**src/rtl/gs_pkg.sv**
```systemverilog
package gs_pkg;
  typedef enum logic [1:0] {RES_OK = 2'd0, RES_DESC = 2'd1, RES_IDX = 2'd2} gsResult_e;
  typedef enum logic [1:0] {ADR_INDEX, ADR_LIST, ADR_REGION, ADR_BLOCK} gsAddrSel_e;

  typedef struct packed {
    logic       loadStart;
    logic       loadBlock;
    logic       loadDesc;
    logic       listStep;
    logic       wordStep;
    logic       clearBlock;
    logic       setResult;
    gsResult_e  resultVal;
    gsAddrSel_e addrSel;
    logic       memRd;
    logic       memWr;
  } gsStrobe_t;

  localparam logic [3:0] SIGN_MINUS = 4'hD;
  localparam logic [3:0] SIGN_ALPHA = 4'hE;
endpackage

```
**src/rtl/gs_bcd_inc.sv**
```systemverilog
module gs_bcd_inc #(
  parameter int DIGITS = 4
) (
  input  logic [4*DIGITS-1:0] valIn,
  output logic [4*DIGITS-1:0] valOut
);
  logic [DIGITS-1:0] carry;
  assign carry[0] = 1'b1;

  for (genvar g = 0; g < DIGITS; g++) begin : gDigit
    logic [3:0] cur;
    assign cur = valIn[4*g +: 4];
    assign valOut[4*g +: 4] = carry[g] ? ((cur == 4'd9) ? 4'd0 : cur + 4'd1) : cur;
    if (g < DIGITS - 1) begin : gCarry
      assign carry[g+1] = carry[g] && (cur == 4'd9);
    end
  end
endmodule

```
**src/rtl/gs_datapath.sv**
```systemverilog
module gs_datapath
  import gs_pkg::*;
#(
  parameter int DIGITS = 4,
  parameter int SEL_DIGITS = 2,
  parameter int WORD_W = 44,
  parameter int ADDR_W = 14
) (
  input  logic                  clk,
  input  logic                  rstN,
  input  gsStrobe_t             strobe,
  input  logic [4*DIGITS-1:0]   listAddrIn,
  input  logic [4*SEL_DIGITS-1:0] indexSelIn,
  input  logic [WORD_W-1:0]     memRdData,
  output logic [ADDR_W-1:0]     memAddr,
  output logic [WORD_W-1:0]     memWrData,
  output logic                  indexZero,
  output logic                  descBad,
  output logic                  descLast,
  output logic                  atStop,
  output logic [4*DIGITS-1:0]   listPtr,
  output logic [4*DIGITS-1:0]   blockAddr,
  output gsResult_e             result
);
  localparam int FIELD_W   = 4 * DIGITS;
  localparam int SEL_W     = 4 * SEL_DIGITS;
  localparam int START_LSB = WORD_W - 8 - FIELD_W;
  localparam int STOP_LSB  = 4;

  logic [FIELD_W-1:0] blockReg, workReg, stopReg;
  logic [FIELD_W-1:0] listNext, blockNext, workNext;
  logic [SEL_W-1:0]   selReg;
  logic               lastReg;
  gsResult_e          resultReg;
  logic [FIELD_W-1:0] rdStart, rdStop;
  logic [3:0]         rdSign;

  function automatic logic [ADDR_W-1:0] toBin(input logic [FIELD_W-1:0] v);
    logic [ADDR_W-1:0] acc;
    acc = '0;
    for (int i = DIGITS - 1; i >= 0; i--) acc = acc * ADDR_W'(10) + ADDR_W'(v[4*i +: 4]);
    return acc;
  endfunction

  gs_bcd_inc #(.DIGITS(DIGITS)) uListInc  (.valIn(listPtr),  .valOut(listNext));
  gs_bcd_inc #(.DIGITS(DIGITS)) uBlockInc (.valIn(blockReg), .valOut(blockNext));
  gs_bcd_inc #(.DIGITS(DIGITS)) uWorkInc  (.valIn(workReg),  .valOut(workNext));

  assign rdStart   = memRdData[START_LSB +: FIELD_W];
  assign rdStop    = memRdData[STOP_LSB +: FIELD_W];
  assign rdSign    = memRdData[3:0];
  assign descBad   = (rdSign == SIGN_ALPHA) || (rdStart > rdStop);
  assign indexZero = (indexSelIn == '0);
  assign descLast  = lastReg;
  assign atStop    = (workReg == stopReg);
  assign memWrData = memRdData;
  assign blockAddr = blockReg;
  assign result    = resultReg;

  always_comb begin
    unique case (strobe.addrSel)
      ADR_INDEX:  memAddr = toBin({{(FIELD_W-SEL_W){1'b0}}, selReg});
      ADR_LIST:   memAddr = toBin(listPtr);
      ADR_REGION: memAddr = toBin(workReg);
      default:    memAddr = toBin(blockReg);
    endcase
  end

  always_ff @(posedge clk) begin
    if (!rstN) begin
      listPtr   <= '0;
      blockReg  <= '0;
      workReg   <= '0;
      stopReg   <= '0;
      selReg    <= '0;
      lastReg   <= 1'b0;
      resultReg <= RES_OK;
    end else begin
      if (strobe.loadStart) begin
        listPtr  <= listAddrIn;
        selReg   <= indexSelIn;
        blockReg <= '0;
      end
      if (strobe.loadBlock) blockReg <= memRdData[START_LSB +: FIELD_W];
      if (strobe.listStep)  listPtr  <= listNext;
      if (strobe.loadDesc) begin
        workReg <= rdStart;
        stopReg <= rdStop;
        lastReg <= (rdSign == SIGN_MINUS);
      end
      if (strobe.wordStep) begin
        workReg  <= workNext;
        blockReg <= blockNext;
      end
      if (strobe.clearBlock) blockReg  <= '0;
      if (strobe.setResult)  resultReg <= strobe.resultVal;
    end
  end

  assert_ok_clears_block_R10: assert property (@(posedge clk) disable iff (!rstN)
    (strobe.setResult && strobe.resultVal == RES_OK) |=> (blockReg == '0));
  assert_desc_checked_R8: assert property (@(posedge clk) disable iff (!rstN)
    strobe.loadDesc |-> !descBad);
  assert_ptr_moves_R9: assert property (@(posedge clk) disable iff (!rstN)
    strobe.listStep |=> (listPtr != $past(listPtr)));
endmodule

```
**src/rtl/gs_control.sv**
```systemverilog
module gs_control
  import gs_pkg::*;
(
  input  logic      clk,
  input  logic      rstN,
  input  logic      start,
  input  logic      scatter,
  input  logic      irqPending,
  input  logic      indexZero,
  input  logic      descBad,
  input  logic      descLast,
  input  logic      atStop,
  output gsStrobe_t strobe,
  output logic      busy,
  output logic      done,
  output logic      safePoint
);
  typedef enum logic [3:0] {
    S_IDLE, S_IDX_RD, S_IDX_WAIT, S_DESC_RD, S_DESC_WAIT,
    S_DATA_RD, S_DATA_WAIT, S_SAFE, S_FINISH
  } gsState_e;

  gsState_e  state, nextState;
  logic      scatReg, endHeld, wordEnd;
  gsStrobe_t st;

  always_comb begin
    st           = '0;
    st.addrSel   = ADR_LIST;
    st.resultVal = RES_OK;
    nextState    = state;
    wordEnd      = (state == S_SAFE) ? endHeld : atStop;
    unique case (state)
      S_IDLE: if (start) begin
        st.loadStart = 1'b1;
        if (indexZero) begin
          st.setResult = 1'b1;
          st.resultVal = RES_IDX;
          nextState    = S_FINISH;
        end else nextState = S_IDX_RD;
      end
      S_IDX_RD: begin
        st.memRd   = 1'b1;
        st.addrSel = ADR_INDEX;
        nextState  = S_IDX_WAIT;
      end
      S_IDX_WAIT: begin
        st.loadBlock = 1'b1;
        nextState    = S_DESC_RD;
      end
      S_DESC_RD: begin
        st.memRd    = 1'b1;
        st.listStep = 1'b1;
        nextState   = S_DESC_WAIT;
      end
      S_DESC_WAIT: begin
        if (descBad) begin
          st.setResult = 1'b1;
          st.resultVal = RES_DESC;
          nextState    = S_FINISH;
        end else begin
          st.loadDesc = 1'b1;
          nextState   = S_DATA_RD;
        end
      end
      S_DATA_RD: begin
        st.memRd   = 1'b1;
        st.addrSel = scatReg ? ADR_BLOCK : ADR_REGION;
        nextState  = S_DATA_WAIT;
      end
      S_DATA_WAIT, S_SAFE: begin
        if (state == S_DATA_WAIT) begin
          st.memWr    = 1'b1;
          st.addrSel  = scatReg ? ADR_REGION : ADR_BLOCK;
          st.wordStep = 1'b1;
        end
        if (state == S_DATA_WAIT && irqPending) nextState = S_SAFE;
        else if (!wordEnd)  nextState = S_DATA_RD;
        else if (!descLast) nextState = S_DESC_RD;
        else begin
          st.setResult  = 1'b1;
          st.clearBlock = 1'b1;
          nextState     = S_FINISH;
        end
      end
      S_FINISH: nextState = S_IDLE;
      default:  nextState = S_IDLE;
    endcase
  end

  always_ff @(posedge clk) begin
    if (!rstN) begin
      state   <= S_IDLE;
      scatReg <= 1'b0;
      endHeld <= 1'b0;
    end else begin
      state <= nextState;
      if (state == S_IDLE && start) scatReg <= scatter;
      if (state == S_DATA_WAIT)     endHeld <= atStop;
    end
  end

  assign strobe    = st;
  assign busy      = (state != S_IDLE);
  assign done      = (state == S_FINISH);
  assign safePoint = (state == S_SAFE);

  assert_rd_wr_exclusive_R2: assert property (@(posedge clk) disable iff (!rstN)
    !(st.memRd && st.memWr));
  assert_done_single_R13: assert property (@(posedge clk) disable iff (!rstN)
    done |=> !done);
  assert_safe_after_write_R12: assert property (@(posedge clk) disable iff (!rstN)
    safePoint |-> ($past(st.memWr) && !st.memRd && !st.memWr));
  assert_done_while_busy_R13: assert property (@(posedge clk) disable iff (!rstN)
    done |-> busy);
endmodule

```
**src/rtl/dec_gather_scatter.sv**
```systemverilog
module dec_gather_scatter
  import gs_pkg::*;
#(
  parameter int DIGITS = 4,
  parameter int SEL_DIGITS = 2,
  parameter int WORD_W = 44,
  parameter int ADDR_W = 14
) (
  input  logic                    clk,
  input  logic                    rstN,
  input  logic                    start,
  input  logic                    scatter,
  input  logic [4*DIGITS-1:0]     listAddr,
  input  logic [4*SEL_DIGITS-1:0] indexSel,
  input  logic                    irqPending,
  output logic                    memRd,
  output logic                    memWr,
  output logic [ADDR_W-1:0]       memAddr,
  output logic [WORD_W-1:0]       memWrData,
  input  logic [WORD_W-1:0]       memRdData,
  output logic                    busy,
  output logic                    done,
  output logic [1:0]              result,
  output logic                    safePoint,
  output logic [4*DIGITS-1:0]     listPtr,
  output logic [4*DIGITS-1:0]     blockAddr
);
  gsStrobe_t strobe;
  gsResult_e resultCode;
  logic      indexZero, descBad, descLast, atStop;

  gs_control uCtrl (
    .clk(clk), .rstN(rstN), .start(start), .scatter(scatter), .irqPending(irqPending),
    .indexZero(indexZero), .descBad(descBad), .descLast(descLast), .atStop(atStop),
    .strobe(strobe), .busy(busy), .done(done), .safePoint(safePoint)
  );

  gs_datapath #(.DIGITS(DIGITS), .SEL_DIGITS(SEL_DIGITS), .WORD_W(WORD_W), .ADDR_W(ADDR_W)) uDp (
    .clk(clk), .rstN(rstN), .strobe(strobe), .listAddrIn(listAddr), .indexSelIn(indexSel),
    .memRdData(memRdData), .memAddr(memAddr), .memWrData(memWrData),
    .indexZero(indexZero), .descBad(descBad), .descLast(descLast), .atStop(atStop),
    .listPtr(listPtr), .blockAddr(blockAddr), .result(resultCode)
  );

  assign memRd  = strobe.memRd;
  assign memWr  = strobe.memWr;
  assign result = resultCode;
endmodule

```
**config.mk**
```make
export PLATFORM = sky130hd
export DESIGN_NAME = dec_gather_scatter
export DESIGN_NICKNAME = d
export VERILOG_FILES = /design/src/rtl/gs_pkg.sv /design/src/rtl/gs_bcd_inc.sv /design/src/rtl/gs_datapath.sv /design/src/rtl/gs_control.sv /design/src/rtl/dec_gather_scatter.sv
export SDC_FILE = /design/constraint.sdc
export NUM_CORES = 1
export LEC_CHECK = 0
export BUFFER_PORTS_ARGS = -buffer_cell sky130_fd_sc_hd__buf_2
export CORE_UTILIZATION = 59
export CTS_CLUSTER_SIZE = 40
export DETAILED_ROUTE_END_ITERATION = 6
export PLACE_DENSITY = 0.83
export SYNTH_ARGS = -nofsm -noshare
export SYNTH_HDL_FRONTEND = slang
export SYNTH_SLANG_ARGS = --single-unit
```
**constraint.sdc**
```tcl
create_clock -name clk -period 8.8 [get_ports clk]
set_input_delay 0 -clock clk [delete_from_list [all_inputs] [get_ports clk]]
set_output_delay 0 -clock clk [all_outputs]
set_load 0.01 [all_outputs]
```
# Word-level counts from Yosys, hierarchy flattened
# Index checks and enable logic that the tools add are counted.
dict set report totals {
  ff_bits 81
  latch_bits 0
  ramBits 0
  rom_bits 0
  in_bits 73
  out_inout_bits 97
  wordCells 175
  n_memories 0
}
dict set report classes {
  add_sub_neg 22
  n_mul 10
  div 0
  order_cmp 1
  eq_ne 35
  shifts 0
  muxes 59
  n_bitwise 1
  n_reduce_logical 28
}
# operator count
set op_table {}
lappend op_table {{$add 14x4->14} 10}
lappend op_table {{$mux 16} 7}
lappend op_table {{$mux 4} 27}
lappend op_table {{$mul 14x3->13 const B} 6}
lappend op_table {{$eq 4x4->1 const B} 15}
lappend op_table {{$add 4x1->4 const B} 12}
lappend op_table {{$pmux 14 s3} 1}
lappend op_table {{$mul 4x3->7 const B} 4}
lappend op_table {{$pmux 4 s7} 1}
lappend op_table {{$ne 2x1->1 const B} 9}
lappend op_table {{$reduce_and 2->1} 9}
lappend op_table {{$eq 16x16->1} 1}
lappend op_table {{$eq 4x3->1 const B} 4}
lappend op_table {{$gt 16x16->1} 1}
lappend op_table {{$mux 1} 12}
lappend op_table {{$mux 2} 5}
lappend op_table {{$mux 3} 3}
lappend op_table {{$eq 4x2->1 const B} 2}
lappend op_table {{$logic_and 1x1->1} 8}
lappend op_table {{$logic_not 8->1} 1}
lappend op_table {{$pmux 2 s3} 1}
lappend op_table {{$eq 4x1->1 const B} 1}
lappend op_table {{$logic_not 4->1} 1}
lappend op_table {{$pmux 2 s2} 1}
lappend op_table {{12 further kinds} 14}

# Logic depth before layout (Yosys ltp)
# Gate-level depths: netlist (run 1).
dict set report depth {
  depth_word 7
  depth_mapped 25
  depth_no_buf 25
}

# Modules after synthesis
# A second synthesis (run 1) with hierarchy kept.
dict set report hier_totals {
  hier_cells 1419
  hier_area_um2 11703.7
}
# mod instances cells_per_inst area_each_um2 seq_area_each_um2
set by_module_without_submodules {}
lappend by_module_without_submodules {gs_datapath 1 1181 9988.3 1501.4}
lappend by_module_without_submodules {gs_bcd_inc 3 56 386.6 0.0}
lappend by_module_without_submodules {gs_control 1 70 555.5 120.1}

# Least setup slack after synthesis (run 1)
# OpenSTA, ideal clock, no wires.
dict set report synth_path {
  kind {reg2out}
  startpoint {register uDp.blockReg[13], in the netlist uDp.blockAddr[13]}
  endpoint {output memAddr[13]}
  arrival_time_ps 6036
  required_time_ps 8800
  path_slack_ps 2764
  stages_incl_launch_ff 24
  n_path_buf 0
  path_cell_list {dfxtp_1 > ha_1 > ha_1 > fa_1 > nand2_1 > or3_1 > a21oi_1 > a21oi_1 > ha_1 > ha_1 > nand3_1 > o2111ai_1 > xor2_1 > xor2_1 > ha_1 > ha_1 > or2_2 > a21oi_1 > a21oi_1 > xnor2_1 > or4_1 > a211oi_1 > nor3b_1 > o32ai_1}
}
dict set report synth_via {
  elab_chain_cells 7
}
# element line_no
set synth_rtl {}
lappend synth_rtl {{start, declared} gs_datapath.sv:30} ;# logic [FIELD_W-1:0] blockReg, workReg, stopReg;
lappend synth_rtl {{start signal, assigned} gs_datapath.sv:84} ;# if (strobe.loadBlock) blockReg <= memRdData[START_LSB +: FIELD_W];
lappend synth_rtl {{start signal, assigned} gs_datapath.sv:93} ;# blockReg <= blockNext;
lappend synth_rtl {{$mul 4x3->7} gs_datapath.sv:41} ;# for (int i = DIGITS - 1; i >= 0; i--) acc = acc * ADDR_W'(10) + ADDR_W'(v[4*i +: 4]);
lappend synth_rtl {{$add 14x4->14} gs_datapath.sv:41}
lappend synth_rtl {{$mul 14x3->13} gs_datapath.sv:41}
lappend synth_rtl {{$add 14x4->14} gs_datapath.sv:41}
lappend synth_rtl {{$mul 14x3->13} gs_datapath.sv:41}
lappend synth_rtl {{$add 14x4->14} gs_datapath.sv:41}
lappend synth_rtl {{$pmux 14 s3} gs_datapath.sv:61} ;# unique case (strobe.addrSel)
lappend synth_rtl {{end, declared} dec_gather_scatter.sv:18} ;# output logic [ADDR_W-1:0] memAddr,
# No other way between the ends.

# Final worst setup path (run 1)
# Same ends and word-level chain as after synthesis.

==> impl_metrics.sql, run 1 <==
INSERT INTO impl_metrics (metric_group, metric, value, unit) VALUES
('synth', 'ys_seq_area_share', '15.0', '%'),
('power', 'switchingPower', '0.484', 'mW'),
('power', 'clock_power_share', '28.9', '%'),
('power', 'static-leakage-power', '5.65', 'nW'),
('synth', 'synth.cells.most_frequent', 'sky130_fd_sc_hd__ha_1, sky130_fd_sc_hd__nand2_1, sky130_fd_sc_hd__a21oi_1, sky130_fd_sc_hd__nor2_1, sky130_fd_sc_hd__dfxtp_1', ''),
('placed_design', 'detailed_place_hpwl', '21100', 'µm'),
('placed_design', 'dpl.cell_count', '1692', ''),
('sta', 'grt_setup_unrepaired', 'no', ''),
('power', 'vdd_drop_max', '0.000103', 'V'),
('synth', 'mappedNetlistArea', '10800', 'µm²'),
('run_status', 'run_status', 'complete, no violations', ''),
('clock_tree', 'cts_resized', '0', ''),
('synth', 'yosys.cell_count.top_type', 'sky130_fd_sc_hd__ha_1', ''),
('cells_and_area', 'syn_to_final_growth', '10.8', '%'),
('drt', 'route.detailed.wl_per_inst', '16.0', 'µm'),
('sta', 'fmaxAchievable', '0.147', 'GHz'),
('floorplan', 'ios', '170', ''),
('sta', 'totalNegativeSetupSlack', '0', 'ns'),
('floorplan', 'std_cell_rows', '49', ''),
('worst_setup_path', 'worst-endpoint-required', '8.80', 'ns'),
('worst_setup_path', 'crit_type', 'flip-flop to output pin', ''),
('synth', 'commonest_register_cell_after_synthesis', 'sky130_fd_sc_hd__dfxtp_1', ''),
('synth', 'number_of_enable_type_register_cells_in_the_synthesized_netlist', '0', ''),
('synth', 'yosysUniqueCellTypes', '79', ''),
('synth', 'async_reset_ff_share', '0', '%'),
('worst_setup_path', 'critical_path.max_fanout', '10', ''),
('placed_design', 'weighted_congestion_at_the_end_of_routability_driven_global_placement', '0.892', ''),
('synth', 'postSynthAreaPerCell', '7.68', 'µm²'),
('clock_tree', 'cts-buffers-inserted', '9', ''),
('floorplan', 'floorplan.die.height', '137', 'µm'),
('cells_and_area', 'diodes', '0', ''),
('power', 'internal_power', '0.833', 'mW'),
('power', 'power.share.sequential', '31.3', '%'),
('clock_tree', 'insertion_delay', '0.34', 'ns'),
('global_routing', 'number_of_antenna_violations_at_the_first_check_in_global_routing', '0', ''),
('sta', 'tightest_slew', '1.17', 'ns'),
('sta', 'max_slew_margin', '21.7', '%'),
('sta', 'drv_slew', '0', ''),
('global_routing', 'grt_first_pass_wirelength', '45600', 'µm'),
('clock_tree', 'cts-root-to-sink-buffers', '2', ''),
('clock_tree', 'htreeDepth', '3', ''),
('drt', 'detail_route.drc_violations', '0', ''),
('floorplan', 'initial_core_util', '60.1', '%'),
('cells_and_area', 'nNetsFinal', '1760', ''),
('drt', 'detailroute.via_count', '10700', ''),
('worst_setup_path', 'setup_crit_start_kind', 'flip-flop', ''),
('floorplan', 'die_footprint', '18900', 'µm²'),
('power', 'power_per_cell_area', '110', 'nW/µm²'),
('sta', 'final_period_minus_worst_setup_slack', '6.82', 'ns'),
('power', 'power.switching_fraction', '36.7', '%'),
('synth', 'synth-warning-count', '0', ''),
('sta', 'whs', '0.00000390', 'ns'),
('placed_design', 'count_of_port_buffers_added_during_placement', '153', ''),
('drt', 'drt-initial-drc-count', '912', ''),
('synth', 'synth_top_cell_by_area', 'sky130_fd_sc_hd__ha_1', ''),
('global_routing', 'grt_pass1_vias', '9658', ''),
('synth', 'flip_flop_and_latch_count_after_synthesis', '81', ''),
('power', 'comb_power_share', '39.8', '%'),
('cells_and_area', 'proportion_of_layout_cells_with_a_drive_suffix_above_1', '13.3', '%'),
('sta', 'timing.final.setup_violations', '0', ''),
('cells_and_area', 'final_cell_count_no_fill', '1740', ''),
('synth', 'proportion_of_netlist_area_held_by_the_largest_area_contributor', '18.6', '%'),
('global_routing', 'gr-usage-all-layers', '29.7', '%'),
('worst_setup_path', 'cp-end-kind', 'output pin', ''),
('drt', 'ant_nets', '0', ''),
('sta', 'fin_worst_skew', '0.00822', 'ns'),
('synth', 'synthTopCellsByArea', 'sky130_fd_sc_hd__ha_1, sky130_fd_sc_hd__dfxtp_1, sky130_fd_sc_hd__a21oi_1, sky130_fd_sc_hd__xnor2_1, sky130_fd_sc_hd__nand2_1', ''),
('min_path', 'hp-class', 'input port to output pin', ''),
('global_routing', 'grt_overflow_total', '0', ''),
('clock_tree', 'clock_tree_from_tritoncts', 'done', ''),
('synth', 'mappedNetlistNets', '1660', '');
## sequential cells by signal, indices dropped and copies added, names as in the netlist, 2 cells and up
register       flops
uDp.blockAddr     16
uDp.listPtr       16
uDp.stopReg       16
uDp.workReg       16
uDp.selReg         8
uCtrl.state        4
uDp.result         2
## critical path: stages, from the launching register on
cell	delay [ns]
sky130_fd_sc_hd__dfxtp_1	0.52
sky130_fd_sc_hd__ha_1	0.30
sky130_fd_sc_hd__ha_1	0.23
sky130_fd_sc_hd__fa_1	0.52
sky130_fd_sc_hd__nand2_1	0.10
sky130_fd_sc_hd__or3_1	0.37
sky130_fd_sc_hd__a21oi_1	0.15
sky130_fd_sc_hd__a21oi_1	0.08
sky130_fd_sc_hd__ha_1	0.31
sky130_fd_sc_hd__ha_1	0.36
sky130_fd_sc_hd__nand3_1	0.12
sky130_fd_sc_hd__o2111ai_1	0.24
sky130_fd_sc_hd__xor2_1	0.26
sky130_fd_sc_hd__xor2_1	0.24
sky130_fd_sc_hd__ha_1	0.27
sky130_fd_sc_hd__ha_1	0.31
sky130_fd_sc_hd__or2_2	0.29
sky130_fd_sc_hd__a21oi_1	0.15
sky130_fd_sc_hd__a21oi_1	0.07
sky130_fd_sc_hd__xnor2_1	0.18
sky130_fd_sc_hd__or4_1	0.56
sky130_fd_sc_hd__a211oi_1	0.25
sky130_fd_sc_hd__nor3b_1	0.08
sky130_fd_sc_hd__o32ai_1	0.31
sky130_fd_sc_hd__buf_2	0.19
## cell families (layout without fill, tap and decap cells)
kind of cell | Yosys count | in the layout | synth area share [%]
compound gates | 371 | 371 | 22.1
xor+xnor | 130 | 130 | 10.7
fa+ha+maj | 181 | 181 | 22.4
buf+inv | 173 | 278 | 7.58
flops | 81 | 81 | 15.0
mux | 12 | 12 | 1.46
simple gates | 458 | 458 | 20.8
## repair_timing
action | CTS | global route
setup buffers | 0 | 0
hold buffers | 32 | 0
endpoints found under the hold margin | 32 | 0
## final cells by class
| class | instances | area, µm² |
|---|---|---|
| Tap cell | 229 | 287 |
| Clock buffer | 11 | 243 |
| Multi-Input combinational cell | 1152 | 8370 |
| Inverter | 72 | 270 |
| Timing Repair Buffer | 190 | 1120 |
| Fill cell | 1455 | 5990 |
| Clock inverter | 5 | 55.1 |
| Sequential cell | 81 | 1620 |
## stage by stage
step | util [%] | setup slack, ns | total power [mW] | instance area (µm²)
after floorplan | - | 2.76 | 0.789 | 10800
after global placement | 63.2 | 2.46 | 0.912 | 11400
after detailed placement | 63.2 | 2.35 | 0.924 | 11400
after CTS | 66.6 | 1.97 | 1.31 | 12000
after global routing | 66.6 | 1.50 | 1.40 | 12000
final | 66.6 | 1.98 | 1.32 | 12000
## placed cells by master (no fill, tap or decap), types with 43 or more instances in the layout
cell type	Yosys	final
sky130_fd_sc_hd__dfxtp_1	81	81
sky130_fd_sc_hd__o21ai_0	57	57
sky130_fd_sc_hd__nand2_1	142	142
sky130_fd_sc_hd__nand3_1	43	43
sky130_fd_sc_hd__buf_2	3	153
sky130_fd_sc_hd__a21oi_1	141	141
sky130_fd_sc_hd__inv_1	71	71
sky130_fd_sc_hd__xnor2_1	76	76
sky130_fd_sc_hd__nor2_1	105	104
sky130_fd_sc_hd__xor2_1	53	53
sky130_fd_sc_hd__ha_1	161	161
## metal layers
metal / routed length (µm) / vias up / global-route usage [%]
met5: 0 / - / 0
met4: 974 / 0 / 12.7
met3: 1810 / 65 / 3.02
met2: 12800 / 404 / 48.1
met1: 12300 / 4966 / 39.9
li1: - / 5226 / -
## power groups by stage
stage / Clock, mW / Combinational [mW] / Sequential, mW
2_1_floorplan: 0 / 0.381 / 0.409
3_3_place_gp: 0 / 0.494 / 0.418
3_5_place_dp: 0 / 0.505 / 0.419
4_1_cts: 0.382 / 0.520 / 0.411
5_1_grt: 0.402 / 0.579 / 0.415
6_report: 0.381 / 0.524 / 0.412
## worst paths after layout
path	to	start	cells past startpoint	slack, ns
min	memWrData[40]	memRdData[40]	0	0.000004
min reg2reg	uCtrl.scatReg	uCtrl.scatReg	2	0.45
max reg2reg	uDp.workReg[14]	uCtrl.state[2]	9	4.95
max	memAddr[13]	uDp.blockAddr[13]	24	1.98
Power figures use the tool's default switching activity.
==> run 2: changes to the inputs <==
Settings changed: CORE_UTILIZATION 59 to 54, PLACE_DENSITY 0.83 to 0.8.
Clock period 8.8 ns to 5.88 ns, I/O delays scaled along.
==> run 2 against run 1 <==
The run now ends with negative setup slack left; cell count up 7.5%; routed wire length grew 15%; clock skew shrank 0.0041 ns; critical path depth down 1; worst setup slack got worse by 2.3 ns; clock power is 58% higher; clock-buffer cell count increased by 1; sequential cell count unchanged; largest power group unchanged; highest routed layer unchanged.
==> impl_metrics.sql, run 2 (synthesized netlist as in run 1, its figures left out) <==
INSERT INTO impl_metrics (metric_group, metric, value, unit) VALUES
('drt', 'detailroute.via_count', '11300', ''),
('cells_and_area', 'most_frequent_standard_cell_in_the_layout_excluding_fill_and_tap_cells', 'sky130_fd_sc_hd__buf_2', ''),
('worst_setup_path', 'timing.rr.end', 'uDp.workReg[14]', ''),
('clock_tree', 'insertion_delay', '0.34', 'ns'),
('global_routing', 'gr-usage-all-layers', '30.1', '%'),
('sta', 'grt_setup_unrepaired', 'yes', ''),
('worst_setup_path', 'rr_startpoint', 'uCtrl.state[2]', ''),
('placed_design', 'weighted_congestion_at_the_end_of_routability_driven_global_placement', '0.941', ''),
('drt', 'vias_per_cell', '6.02', ''),
('sta', 'totalNegativeSetupSlack', '-0.370', 'ns'),
('power', 'totalPowerFinal', '2.19', 'mW'),
('floorplan', 'floorplan.die.height', '143', 'µm'),
('placed_design', 'count_of_port_buffers_added_during_placement', '153', ''),
('worst_setup_path', 'endpoint', 'memAddr[13]', ''),
('floorplan', 'fp.dieW', '143', 'µm'),
('global_routing', 'grt_overflow_total', '0', ''),
('worst_setup_path', 'setup_crit_start_kind', 'flip-flop', ''),
('sta', 'fin_worst_skew', '0.00412', 'ns'),
('flow_run', 'timing.max_cap.violations', '0', ''),
('global_routing', 'grt_max_degree', '55', ''),
('worst_setup_path', 'critical_path.max_fanout', '6', ''),
('sta', 'timing.final.setup_violations', '2', ''),
('clock_tree', 'clock-sinks', '81', ''),
('floorplan', 'ios', '170', ''),
('sta', 'max_slew_margin', '17.4', '%'),
('sta', 'tightest_slew', '1.23', 'ns'),
('floorplan', 'initial_core_util', '55.3', '%'),
('clock_tree', 'htreeDepth', '3', ''),
('sta', 'hold_viol', '0', ''),
('drt', 'detail_route.drc_violations', '0', ''),
('placed_design', 'detailed_place_hpwl', '22000', 'µm'),
('worst_setup_path', 'crit_type', 'flip-flop to output pin', ''),
('power', 'vdd_drop_max', '0.000174', 'V'),
('sta', 'setup_ws', '-0.268', 'ns'),
('floorplan', 'die_footprint', '20600', 'µm²'),
('sta', 'drv_slew', '0', ''),
('worst_setup_path', 'rr_worst_depth', '9', ''),
('clock_tree', 'cts-buffers-inserted', '9', ''),
('sta', 'final_period_minus_worst_setup_slack', '6.15', 'ns'),
('cells_and_area', 'proportion_of_layout_cells_with_a_drive_suffix_above_1', '26.9', '%'),
('drt', 'route.final.wire_length', '32100', 'µm'),
('floorplan', 'core_area', '19500', 'µm²'),
('min_path', 'hp-class', 'input port to output pin', ''),
('clock_tree', 'cts-root-to-sink-buffers', '2', ''),
('power', 'static-leakage-power', '6.27', 'nW'),
('sta', 'post-route-period-util', '105', '%'),
('drt', 'drt-initial-drc-count', '923', ''),
('cells_and_area', 'syn_to_final_growth', '27.2', '%'),
('worst_setup_path', 'cp-end-kind', 'output pin', ''),
('clock_tree', 'clk_pin_slew', '0.06', 'ns'),
('worst_setup_path', 'worst-endpoint-arrival', '6.15', 'ns'),
('clock_tree', 'ctsRootBufferMaster', 'sky130_fd_sc_hd__clkbuf_16', ''),
('worst_setup_path', 'reg2reg_slack', '2.05', 'ns'),
('drt', 'ant_nets', '0', ''),
('clock_tree', 'clock_tree_from_tritoncts', 'done', ''),
('global_routing', 'grt_first_pass_wirelength', '50500', 'µm'),
('cells_and_area', 'final_cell_mix', 'sky130_fd_sc_hd__buf_2, sky130_fd_sc_hd__nand2_1, sky130_fd_sc_hd__ha_1', ''),
('global_routing', 'number_of_antenna_violations_at_the_first_check_in_global_routing', '0', ''),
('run_status', 'run_status', 'complete, but fails checks', ''),
('drt', 'dr.pass1.iters', '7', ''),
('global_routing', 'grt_pass1_vias', '10700', ''),
('drt', 'route.detailed.wl_per_inst', '17.2', 'µm'),
('cells_and_area', 'diodes', '0', ''),
('sta', 'fmaxAchievable', '0.163', 'GHz'),
('worst_setup_path', 'worst-endpoint-required', '5.88', 'ns'),
('run_status', 'violations', 'negative setup slack', ''),
('floorplan', 'std_cell_rows', '51', ''),
('power', 'power_per_cell_area', '159', 'nW/µm²'),
('cells_and_area', 'nNetsFinal', '1854', ''),
('worst_setup_path', 'critPathLaunch', 'uDp.listPtr[15]', '');
## run 2: cell type report
cell class	count	area, µm²
multi-input cells	1152	9360
well taps	265	332
clock inverters	4	76.3
repair buffers	284	1830
flip-flops and latches	81	1630
fillers	1436	5790
clock buffers	12	236
inverters	72	270
## run 2: layer usage
metal	track usage, %	part of all wire (%)	vias up
li1	-	-	5391
met3	3.63	6.4	113
met2	51.5	48	471
met5	0	0	-
met1	38.0	41	5285
met4	13.1	4.2	0
## run 2: stage by stage
stage / setup slack [ns] / area [µm²] / cells / hold WS, ns / utilization (%)
after floorplan: 0.0502 / 10800 / 1406 / 0.0918 / -
after global placement: -0.0680 / 11800 / 1781 / 0.0000749 / 60.5
after detailed placement: -0.258 / 11800 / 1781 / 0.0000749 / 60.5
after CTS: -0.0238 / 13400 / 1865 / 0.0000749 / 68.8
after global routing: -0.490 / 13700 / 1870 / 0.0000151 / 70.4
final: -0.268 / 13700 / 1870 / 0.00000389 / 70.4
## run 2: critical path: stages, from the launching register on
cell	delay, ns
sky130_fd_sc_hd__dfxtp_2	0.33
sky130_fd_sc_hd__ha_4	0.24
sky130_fd_sc_hd__ha_4	0.16
sky130_fd_sc_hd__fa_2	0.56
sky130_fd_sc_hd__nand2_2	0.09
sky130_fd_sc_hd__nor2_2	0.16
sky130_fd_sc_hd__xnor2_2	0.15
sky130_fd_sc_hd__ha_1	0.29
sky130_fd_sc_hd__ha_4	0.32
sky130_fd_sc_hd__nor3b_4	0.26
sky130_fd_sc_hd__nor2b_4	0.08
sky130_fd_sc_hd__xor2_2	0.18
sky130_fd_sc_hd__ha_1	0.34
sky130_fd_sc_hd__ha_4	0.31
sky130_fd_sc_hd__nand3_1	0.14
sky130_fd_sc_hd__o2111ai_2	0.28
sky130_fd_sc_hd__xor2_2	0.23
sky130_fd_sc_hd__nand4_1	0.19
sky130_fd_sc_hd__or3b_4	0.46
sky130_fd_sc_hd__nor4_4	0.31
sky130_fd_sc_hd__o21ai_1	0.11
sky130_fd_sc_hd__nor3b_2	0.18
sky130_fd_sc_hd__o32ai_2	0.26
sky130_fd_sc_hd__buf_2	0.18
## run 2: worst min path at each step
| stage | slack, ns | endpoint | cells after the start | startpoint |
|---|---|---|---|---|
| after detailed placement | 0.00007 | memWrData[37] | 0 | memRdData[37] |
| final | 0.000004 | memWrData[40] | 0 | memRdData[40] |
| after floorplan | 0.09 | memWrData[0] | 1 | memRdData[0] |
| after global placement | 0.00007 | memWrData[37] | 0 | memRdData[37] |
| after global routing | 0.00002 | memWrData[43] | 0 | memRdData[43] |
| after CTS | 0.00007 | memWrData[37] | 0 | memRdData[37] |
## run 2: timing repair
action / CTS / global route
setup endpoints to repair: 3 / 3
pin swaps: 91 / 24
resized for setup: 124 / 39
hold endpoints to repair: 30 / 0
hold buffers: 30 / 0
buffers inserted: 38 / 5
## run 2: power breakdown
part	total (mW)	internal, mW	switching (mW)	leakage [nW]
Sequential	0.610	0.571	0.0390	0.659
Clock	0.602	0.374	0.228	0.147
Combinational	0.976	0.436	0.540	5.47
Total	2.19	1.38	0.807	6.27
==> run 3: changes to the inputs <==
Settings changed: CORE_UTILIZATION 54 to 38, GPL_TIMING_DRIVEN set to 1, PLACE_DENSITY 0.8 to not set.
==> run 3 against run 2 <==
The flow still finishes with violations (negative setup slack); global-route usage down 8.9 points; critical path depth unchanged; design area increased by 1.1%; worst setup slack improved by 0.12 ns; worst hold slack barely moved; die area rose by 41%; sequential power barely moved; critical path type unchanged; power is 2.0% higher; non-clock buffer count is 19 higher; via count shrank 4.5%; highest routed layer unchanged; clock-buffer cell count down 2; critical endpoint unchanged; first-iteration DRC count decreased by 41%.
==> impl_metrics.sql, run 3 (synthesized netlist as in run 1, its figures left out) <==
INSERT INTO impl_metrics (metric_group, metric, value, unit) VALUES
('clock_tree', 'cts-root-to-sink-buffers', '2', ''),
('sta', 'fmaxAchievable', '0.166', 'GHz'),
('worst_setup_path', 'critPathLaunch', 'uDp.listPtr[12]', ''),
('floorplan', 'ios', '170', ''),
('sta', 'tightest_slew', '1.15', 'ns'),
('clock_tree', 'htreeDepth', '3', ''),
('worst_setup_path', 'timing.rr.end', 'uDp.workReg[14]', ''),
('sta', 'post-route-period-util', '103', '%'),
('flow_run', 'timing.max_cap.violations', '0', ''),
('cells_and_area', 'most_frequent_standard_cell_in_the_layout_excluding_fill_and_tap_cells', 'sky130_fd_sc_hd__buf_2', ''),
('min_path', 'hp-class', 'input port to output pin', ''),
('floorplan', 'die_footprint', '29100', 'µm²'),
('sta', 'fin_worst_skew', '0.00809', 'ns'),
('worst_setup_path', 'worst-endpoint-required', '5.88', 'ns'),
('placed_design', 'dpl.cell_count', '1929', ''),
('cells_and_area', 'final_cell_mix', 'sky130_fd_sc_hd__buf_2, sky130_fd_sc_hd__nand2_1, sky130_fd_sc_hd__ha_1', ''),
('worst_setup_path', 'crit_type', 'flip-flop to output pin', ''),
('floorplan', 'floorplan.die.height', '171', 'µm'),
('global_routing', 'grt_overflow_total', '0', ''),
('worst_setup_path', 'endpoint', 'memAddr[13]', ''),
('drt', 'detail_route.drc_violations', '0', ''),
('floorplan', 'std_cell_rows', '61', ''),
('worst_setup_path', 'cp-end-kind', 'output pin', ''),
('power', 'power_per_cell_area', '161', 'nW/µm²'),
('power', 'vdd_drop_max', '0.000129', 'V'),
('worst_setup_path', 'rr_startpoint', 'uCtrl.state[2]', ''),
('run_status', 'run_status', 'complete, but fails checks', ''),
('placed_design', 'detailed_place_hpwl', '23300', 'µm'),
('floorplan', 'core_area', '27900', 'µm²'),
('worst_setup_path', 'critical_path.max_fanout', '6', ''),
('placed_design', 'placed_area', '12200', 'µm²'),
('sta', 'drv_slew', '0', ''),
('cells_and_area', 'diodes', '0', ''),
('power', 'totalPowerFinal', '2.23', 'mW'),
('global_routing', 'grt_first_pass_wirelength', '50100', 'µm'),
('sta', 'timing.final.setup_violations', '2', ''),
('drt', 'route.detailed.wl_per_inst', '15.5', 'µm'),
('run_status', 'violations', 'negative setup slack', ''),
('sta', 'final_period_minus_worst_setup_slack', '6.03', 'ns'),
('worst_setup_path', 'setup_crit_start_kind', 'flip-flop', ''),
('sta', 'hold_viol', '0', ''),
('worst_setup_path', 'worst-endpoint-arrival', '6.03', 'ns'),
('cells_and_area', 'final_core_util', '49.9', '%'),
('worst_setup_path', 'reg2reg_slack', '2.02', 'ns'),
('clock_tree', 'insertion_delay', '0.34', 'ns'),
('placed_design', 'weighted_congestion_at_the_end_of_routability_driven_global_placement', '0.876', ''),
('floorplan', 'initial_core_util', '38.8', '%'),
('drt', 'vias_per_cell', '5.37', ''),
('drt', 'route.final.wire_length', '31000', 'µm'),
('worst_setup_path', 'rr_worst_depth', '9', ''),
('global_routing', 'grt_max_degree', '60', ''),
('sta', 'grt_setup_unrepaired', 'yes', ''),
('drt', 'ant_nets', '0', ''),
('cells_and_area', 'final_cell_count_no_fill', '2002', ''),
('cells_and_area', 'syn_to_final_growth', '28.6', '%'),
('clock_tree', 'clk_pin_slew', '0.06', 'ns'),
('placed_design', 'dp_slack', '-0.309', 'ns'),
('clock_tree', 'ctsRootBufferMaster', 'sky130_fd_sc_hd__clkbuf_16', ''),
('drt', 'drt-initial-drc-count', '540', ''),
('floorplan', 'fp.dieW', '171', 'µm'),
('clock_tree', 'clock-sinks', '81', ''),
('drt', 'detailroute.via_count', '10800', ''),
('cells_and_area', 'finalInstanceArea', '13900', 'µm²'),
('cells_and_area', 'proportion_of_layout_cells_with_a_drive_suffix_above_1', '26.0', '%'),
('global_routing', 'number_of_antenna_violations_at_the_first_check_in_global_routing', '0', ''),
('placed_design', 'count_of_port_buffers_added_during_placement', '153', ''),
('drt', 'dr.pass1.iters', '5', ''),
('sta', 'whs', '0.00000335', 'ns'),
('clock_tree', 'clock_tree_from_tritoncts', 'done', ''),
('global_routing', 'gr-usage-all-layers', '21.2', '%'),
('clock_tree', 'cts-buffers-inserted', '9', ''),
('sta', 'max_slew_margin', '22.6', '%'),
('power', 'static-leakage-power', '6.39', 'nW'),
('cells_and_area', 'nNetsFinal', '1873', ''),
('sta', 'totalNegativeSetupSlack', '-0.164', 'ns'),
('sta', 'setup_ws', '-0.148', 'ns'),
('global_routing', 'grt_pass1_vias', '10200', '');
[run 3: changes by cell type in the layout (fill, tap and decap cells not counted), sizes merged]
cell / change
clkbuf: -2
buf: +19
bufinv: +1
clkinv: +3
inv: -2
[run 3: layer usage]
layer  part of all wire [%]  up-vias  global-route usage [%]
met5                      0        -                       0
met4                    2.1        0                    6.38
met3                    4.3       47                    1.67
met2                     47      275                    36.3
met1                     47     5007                    28.4
li1                       -     5426                       -
[run 3: critical path, stage by stage (launching register included)]
cell                        delay (ns)
sky130_fd_sc_hd__dfxtp_4          0.36
sky130_fd_sc_hd__ha_1             0.21
sky130_fd_sc_hd__fa_1             0.43
sky130_fd_sc_hd__a21oi_1          0.30
sky130_fd_sc_hd__nand2b_2         0.23
sky130_fd_sc_hd__xnor2_4          0.08
sky130_fd_sc_hd__ha_1             0.33
sky130_fd_sc_hd__ha_4             0.19
sky130_fd_sc_hd__a211oi_4         0.23
sky130_fd_sc_hd__o21bai_1         0.15
sky130_fd_sc_hd__nor2b_2          0.19
sky130_fd_sc_hd__xor2_2           0.19
sky130_fd_sc_hd__ha_1             0.35
sky130_fd_sc_hd__ha_4             0.30
sky130_fd_sc_hd__nand3_1          0.13
sky130_fd_sc_hd__o2111ai_2        0.21
sky130_fd_sc_hd__xor2_1           0.20
sky130_fd_sc_hd__nand4_1          0.14
sky130_fd_sc_hd__or3b_4           0.45
sky130_fd_sc_hd__o31a_1           0.34
sky130_fd_sc_hd__nor3_2           0.15
sky130_fd_sc_hd__nor3b_2          0.07
sky130_fd_sc_hd__o32ai_2          0.28
sky130_fd_sc_hd__buf_2            0.18
[run 3: how the worst min path moves through the flow]
stage / startpoint / endpoint / slack [ns] / depth (start not counted)
global placement: memRdData[37] / memWrData[37] / 0.00007 / 0
detailed placement: memRdData[37] / memWrData[37] / 0.00007 / 0
global route: memRdData[40] / memWrData[40] / 0.00002 / 0
finish: memRdData[36] / memWrData[36] / 0.000003 / 0
floorplan: memRdData[0] / memWrData[0] / 0.09 / 1
CTS: memRdData[37] / memWrData[37] / 0.00007 / 0
[run 3: final cells by class]
cell class                      count  area, µm²
Sequential cell                    81       1630
Clock inverter                      6        115
Multi-Input combinational cell   1152       9190
Inverter                           72        270
Fill cell                        2686      14000
Tap cell                          378        473
Clock buffer                       10        239
Timing Repair Buffer              303       1970
[run 3: power breakdown]
group	switching [mW]	internal [mW]	leakage, nW
Clock	0.251	0.429	0.169
Sequential	0.0397	0.571	0.659
Combinational	0.511	0.432	5.56
Total	0.802	1.43	6.39
[run 3: what timing repair did]
item	4_1_cts	5_1_grt
resized for setup	104	27
hold endpoints to repair	30	0
setup endpoints to repair	3	4
pin swaps	79	21
hold buffers	30	0
buffers inserted	24	3
